$ cat src/rtl/netirq_pkg.sv
package netirq_pkg;

    localparam int SLOT_W   = 3;
    localparam int PORT_W   = 2;
    localparam int WORD_W   = 32;
    localparam int NWORDS   = 2;
    localparam int BIDX_W   = $clog2(WORD_W);
    localparam int ADDR_W   = 18;
    localparam int BYTE_W   = 8;

    localparam logic [ADDR_W-1:0] OFS_Q_B3 = 18'h20000;
    localparam logic [ADDR_W-1:0] OFS_Q_B2 = 18'h20001;
    localparam logic [ADDR_W-1:0] OFS_Q_B1 = 18'h20002;
    localparam logic [ADDR_W-1:0] OFS_Q_B0 = 18'h20003;
    localparam logic [ADDR_W-1:0] OFS_S_W0 = 18'h10010;
    localparam logic [ADDR_W-1:0] OFS_S_W1 = 18'h20010;

    typedef enum logic {
        LAYOUT_QUAD = 1'b0,
        LAYOUT_SEPT = 1'b1
    } layout_e;

    typedef struct packed {
        logic              hit;
        logic              word;
        logic [BIDX_W-1:0] base;
    } slot_map_t;

    typedef struct packed {
        logic              vld;
        logic [SLOT_W-1:0] slot;
        logic [PORT_W-1:0] port;
    } irq_evt_t;

    function automatic slot_map_t map_slot(layout_e lay, logic [SLOT_W-1:0] slot);
        slot_map_t m;
        m = '{hit: 1'b0, word: 1'b0, base: '0};
        if (lay == LAYOUT_QUAD) begin
            case (slot)
                3'd0: m = '{hit: 1'b1, word: 1'b0, base: 5'd16};
                3'd1: m = '{hit: 1'b1, word: 1'b0, base: 5'd24};
                3'd2: m = '{hit: 1'b1, word: 1'b0, base: 5'd0};
                3'd3: m = '{hit: 1'b1, word: 1'b0, base: 5'd8};
                default: m = '{hit: 1'b0, word: 1'b0, base: '0};
            endcase
        end else begin
            case (slot)
                3'd0: m = '{hit: 1'b1, word: 1'b1, base: 5'd0};
                3'd1: m = '{hit: 1'b1, word: 1'b0, base: 5'd24};
                3'd2: m = '{hit: 1'b1, word: 1'b0, base: 5'd16};
                3'd3: m = '{hit: 1'b1, word: 1'b0, base: 5'd28};
                3'd4: m = '{hit: 1'b1, word: 1'b0, base: 5'd20};
                3'd5: m = '{hit: 1'b1, word: 1'b0, base: 5'd8};
                3'd6: m = '{hit: 1'b1, word: 1'b0, base: 5'd0};
                default: m = '{hit: 1'b0, word: 1'b0, base: '0};
            endcase
        end
        return m;
    endfunction

    function automatic logic word_active(layout_e lay, int unsigned w);
        return (w == 0) || (lay == LAYOUT_SEPT);
    endfunction

endpackage

$ cat src/rtl/netirq_evt_decode.sv
module netirq_evt_decode
    import netirq_pkg::*;
#(
    parameter int WIDTH = WORD_W,
    parameter int WORDS = NWORDS
) (
    input  layout_e                     lay,
    input  irq_evt_t                    evt,
    output logic [WORDS-1:0][WIDTH-1:0] onehot
);
    slot_map_t         m;
    logic [BIDX_W-1:0] pos;

    always_comb begin
        m   = map_slot(lay, evt.slot);
        pos = m.base + BIDX_W'(evt.port);
    end

    for (genvar w = 0; w < WORDS; w++) begin : g_word
        always_comb begin
            onehot[w] = '0;
            if (evt.vld && m.hit && (int'(m.word) == w))
                onehot[w][pos] = 1'b1;
        end
    end
endmodule

$ cat src/rtl/netirq_status_word.sv
module netirq_status_word #(
    parameter int WIDTH = 32
) (
    input  logic             clk,
    input  logic             rst,
    input  logic [WIDTH-1:0] set_vec,
    input  logic [WIDTH-1:0] clr_vec,
    output logic [WIDTH-1:0] q
);
    always_ff @(posedge clk) begin
        if (rst) q <= '0;
        else     q <= (q & ~clr_vec) | set_vec;
    end
endmodule

$ cat src/rtl/netirq_rd_view.sv
module netirq_rd_view
    import netirq_pkg::*;
#(
    parameter int WIDTH = WORD_W,
    parameter int WORDS = NWORDS,
    parameter int AW    = ADDR_W
) (
    input  layout_e                     lay,
    input  logic [AW-1:0]               addr,
    input  logic [WORDS-1:0][WIDTH-1:0] words,
    output logic [WIDTH-1:0]            rdata
);
    localparam int NBYTES = WIDTH / BYTE_W;

    logic [NBYTES-1:0][BYTE_W-1:0] w0_bytes;
    assign w0_bytes = words[0];

    always_comb begin
        rdata = '0;
        if (lay == LAYOUT_QUAD) begin
            case (addr)
                OFS_Q_B3: rdata = WIDTH'(w0_bytes[3]);
                OFS_Q_B2: rdata = WIDTH'(w0_bytes[2]);
                OFS_Q_B1: rdata = WIDTH'(w0_bytes[1]);
                OFS_Q_B0: rdata = WIDTH'(w0_bytes[0]);
                default:  rdata = '0;
            endcase
        end else begin
            case (addr)
                OFS_S_W0: rdata = words[0];
                OFS_S_W1: rdata = words[1];
                default:  rdata = '0;
            endcase
        end
    end
endmodule

$ cat src/rtl/netirq_agg.sv
module netirq_agg
    import netirq_pkg::*;
#(
    parameter int WIDTH = WORD_W,
    parameter int WORDS = NWORDS,
    parameter int SW    = SLOT_W,
    parameter int PW    = PORT_W,
    parameter int AW    = ADDR_W
) (
    input  logic             clk,
    input  logic             rst,
    input  logic             layout,
    input  logic             set_vld,
    input  logic [SW-1:0]    set_slot,
    input  logic [PW-1:0]    set_port,
    input  logic             clr_vld,
    input  logic [SW-1:0]    clr_slot,
    input  logic [PW-1:0]    clr_port,
    input  logic [AW-1:0]    rd_addr,
    output logic [WIDTH-1:0] rd_data,
    output logic             irq_out
);
    layout_e                     lay;
    irq_evt_t                    set_evt, clr_evt;
    logic [WORDS-1:0][WIDTH-1:0] set_oh, clr_oh, stat_q;
    logic [WORDS-1:0]            word_hot;

    assign lay     = layout_e'(layout);
    assign set_evt = '{vld: set_vld, slot: set_slot, port: set_port};
    assign clr_evt = '{vld: clr_vld, slot: clr_slot, port: clr_port};

    netirq_evt_decode #(.WIDTH(WIDTH), .WORDS(WORDS)) u_set_dec (
        .lay(lay), .evt(set_evt), .onehot(set_oh)
    );
    netirq_evt_decode #(.WIDTH(WIDTH), .WORDS(WORDS)) u_clr_dec (
        .lay(lay), .evt(clr_evt), .onehot(clr_oh)
    );

    for (genvar w = 0; w < WORDS; w++) begin : g_stat
        netirq_status_word #(.WIDTH(WIDTH)) u_word (
            .clk(clk), .rst(rst),
            .set_vec(set_oh[w]), .clr_vec(clr_oh[w]),
            .q(stat_q[w])
        );
        assign word_hot[w] = word_active(lay, w) && (|stat_q[w]);
    end

    assign irq_out = |word_hot;

    netirq_rd_view #(.WIDTH(WIDTH), .WORDS(WORDS), .AW(AW)) u_view (
        .lay(lay), .addr(rd_addr), .words(stat_q), .rdata(rd_data)
    );
endmodule

$ cat config.mk
export PLATFORM = sky130hd
export DESIGN_NAME = netirq_agg
export DESIGN_NICKNAME = d
export VERILOG_FILES = /design/src/rtl/netirq_pkg.sv /design/src/rtl/netirq_evt_decode.sv /design/src/rtl/netirq_status_word.sv /design/src/rtl/netirq_rd_view.sv /design/src/rtl/netirq_agg.sv
export SDC_FILE = /design/constraint.sdc
export NUM_CORES = 1
export LEC_CHECK = 0
export ABC_CLOCK_PERIOD_IN_PS = 1400
export BUFFER_PORTS_ARGS = -buffer_cell sky130_fd_sc_hd__buf_2
export CAP_MARGIN = 20
export CORE_MARGIN = 10
export CORE_UTILIZATION = 30
export DETAILED_ROUTE_END_ITERATION = 16
export RECOVER_POWER = 100
export SLEW_MARGIN = 20
export SYNTH_ARGS = -nofsm -noshare
export SYNTH_HDL_FRONTEND = slang
export SYNTH_SLANG_ARGS = --single-unit
$ cat constraint.sdc
create_clock -name clk -period 1.4 [get_ports clk]
set_clock_uncertainty 0.2 [all_clocks]
set_input_delay 0.07 -clock clk [delete_from_list [all_inputs] [get_ports clk]]
set_output_delay 0.07 -clock clk [all_outputs]
set_load 0.01 [all_outputs]
==> flow_summary.ini <==
[worst_setup_path]
rr_endpoint = g_stat[0].u_word.q[9]$_SDFF_PP0_
rrSetupSlack_ns = 0.26
cp_cell_sequence = nor4_2, buf_4, nand4_1, o21ai_1, nand2_1, buf_2
cp.arrival_ns = 1.60
startpoint_type = register
critPathCaptureType = primary output
r2r-start = g_stat[0].u_word.q[9]$_SDFF_PP0_
critPathMaxStageDelay_ns = 0.32
cp_slowest_cell = dfxtp_1
r2r_cells = 4
cp_max_fo = 2
critical_path_required_ns = 1.13
criticalPathCategory = register to primary output

[cts]
clock_path_buffers = 2
cts_root_buffer = clkbuf_8
numCtsBuffers = 9
h-tree-depth = 3
insertion_delay_ns = 0.34
cts_tree = built
clk_pin_slew_worst_paths_ns = 0.07
cts.sinks = 64

[routing]
dr_total_vias = 3684
drt-total-wl_mm = 12.8
dr.first_iter.drc_count = 213
wl_per_cell_um = 18.4
firstDrtPassIters = 5
remaining_drc_errors = 0
final_antenna_net_count = 0
via_per_inst = 5.30

[cells_and_area]
largest_reg_flops = 64
drive_above_1_share = 0.484
layout_common_cells = buf_4, nor2b_1, dfxtp_1
final_common_cell = buf_4
postLayoutCellArea_sq_um = 5420
top_regs = g_stat.u_word.q x64
nets = 583
regMostFlops = g_stat.u_word.q
area_growth_pct = 62.5

[power]
powerDensity_nw_per_um2 = 699
p_leak_uw = 0.00209
fin_total_pwr_uw = 3790
vdd_ir_drop_max_uv = 375

[timing]
hold_slack_ns = -0.00808
min_period_ns = 1.87
setup_viol = 77
fmax_mhz = 535
worst-slew-pin-transition_ns = 0.895
fin_ws_ns = -0.469
slew_violations = 0
hold_viol_final = 3
finalCritPeriodShare = 1.34
max_slew_margin = 0.403
tns_ns = -14.67
rsz0062_at_grt = true

[placement]
place_area_sq_um = 4660
place_ws_ns = -0.560
io_buffer_count = 65
hpwl_mm = 9.29
gp_congestion = 0.869

[synthesis]
synth_nets = 425
postSynth.asyncResetShare = 0
yosysWarnings = 0
ys_ff_latch = 64
yosys.cell_types.count = 45
netlist_area_sq_um = 3330
synth-edff-count = 0
yosys-top-cells-area = dfxtp_1, nor2b_1, a22oi_1
syn_area_per_cell_sq_um = 8.51
synth_top_cell_by_area = dfxtp_1
synth_top_area_share = 0.384
synth_seq_area_share = 0.384
ys.flop_type = dfxtp_1
netlist_instances = 392

[floorplanning]
io_pins = 66
die_y_um = 125
die_x_um = 125
rows = 38
initial_core_util = 0.308
core_sq_um = 10800
dieArea_sq_um = 15700

[worst_hold_path]
min_path_cells = 4
hp-start = set_slot[0]
hold-path-endpoint = g_stat[0].u_word.q[17]$_SDFF_PP0_
hold_path.class = input pin to register

[outcome]
violations = negative hold slack, negative setup slack
status = finished with violations

[run]
max-cap-violations = 0

[global_route]
gr-total-overflow = 0
antenna_found_initial = 1
track_usage = 0.157
grt_pass1_vias = 3735
grt_max_degree = 28
grt_first_pass_wirelength_mm = 20.3
==> stage by stage <==
stage / utilization / cells
final: 0.500 / 695
after global routing: 0.500 / 694
after CTS: 0.490 / 694
after detailed placement: 0.430 / 665
after global placement: 0.430 / 665
after floorplan: - / 392
==> layer usage <==
layer	GRT usage	vias up	routed length, um
met5	0	-	0
met1	0.198	1751	5610
met2	0.251	139	6030
met3	0.0435	26	851
li1	-	1768	-
met4	0.0556	0	269
==> synthesized netlist by cell type (2+ instances only) <==
master,instances
buf_6,2
nand4_1,5
xor2_1,3
o21bai_1,2
nand3_1,3
o21ai_1,4
buf_1,2
nor2_1,22
nand3b_1,2
inv_1,2
a22oi_1,40
dfxtp_1,64
a22o_1,9
nor3b_1,3
clkbuf_1,14
o31ai_1,2
nor4_1,17
o2111ai_1,3
o22ai_1,8
nand2b_1,3
and3b_1,3
nor2_2,10
and3_1,3
a21oi_1,9
nor2b_1,65
nand2_1,14
buf_2,9
o21ai_0,45
mux2_2,8
==> worst max-delay path by stage <==
stage	from	end	slack (ns)	depth (start not counted)
floorplan	rd_addr[2]	rd_data[0]	-0.03	5
global placement	rd_addr[2]	rd_data[4]	-0.47	7
detailed placement	rd_addr[2]	rd_data[2]	-0.56	7
CTS	g_stat[1].u_word.q[5]$_SDFF_PP0_	irq_out	-0.49	6
global route	g_stat[1].u_word.q[31]$_SDFF_PP0_	irq_out	-0.59	6
finish	g_stat[1].u_word.q[5]$_SDFF_PP0_	irq_out	-0.47	6
==> timing repair <==
item	CTS	global route
pin swaps	19	9
gates cloned	1	0
setup buffers	1	0
gates resized for setup	72	33
hold buffers	12	1
setup endpoints to repair	33	82
hold endpoints to repair	18	14
==> power breakdown <==
part           switching (uW)  leakage, uW  internal [uW]
Sequential               10.2     0.000523           1830
Combinational             274      0.00148            225
Clock                     724    0.0000882            724
==> cells by family (layout without fill, tap and decap cells) <==
family | Yosys count | in the layout | synth area share
buf+inv | 30 | 192 | 0.0428
xor+xnor | 3 | 3 | 0.00788
other cells | 0 | 1 | 0
mux | 8 | 8 | 0.0270
simple gates | 160 | 160 | 0.292
compound gates | 127 | 127 | 0.246
flops | 64 | 64 | 0.384
==> cell type report <==
cell class	instances	area [sq um]
Inverter	2	7.51
Sequential cell	64	1300
Clock buffer	12	155
Clock inverter	3	17.5
Fill cell	1015	5420
Antenna cell	1	2.50
Tap cell	140	175
Timing Repair Buffer	175	1500
Multi-Input combinational cell	298	2260
==> worst max-delay path: cells and delay by family (launching register included) <==
| family | cells | cell delay, ns |
|---|---|---|
| and+or+nand+nor | 3 | 0.48 |
| buffers and inverters | 2 | 0.30 |
| DFF | 1 | 0.32 |
| AOI/OAI and AO/OA | 1 | 0.15 |
Power figures use the tool's default switching activity.
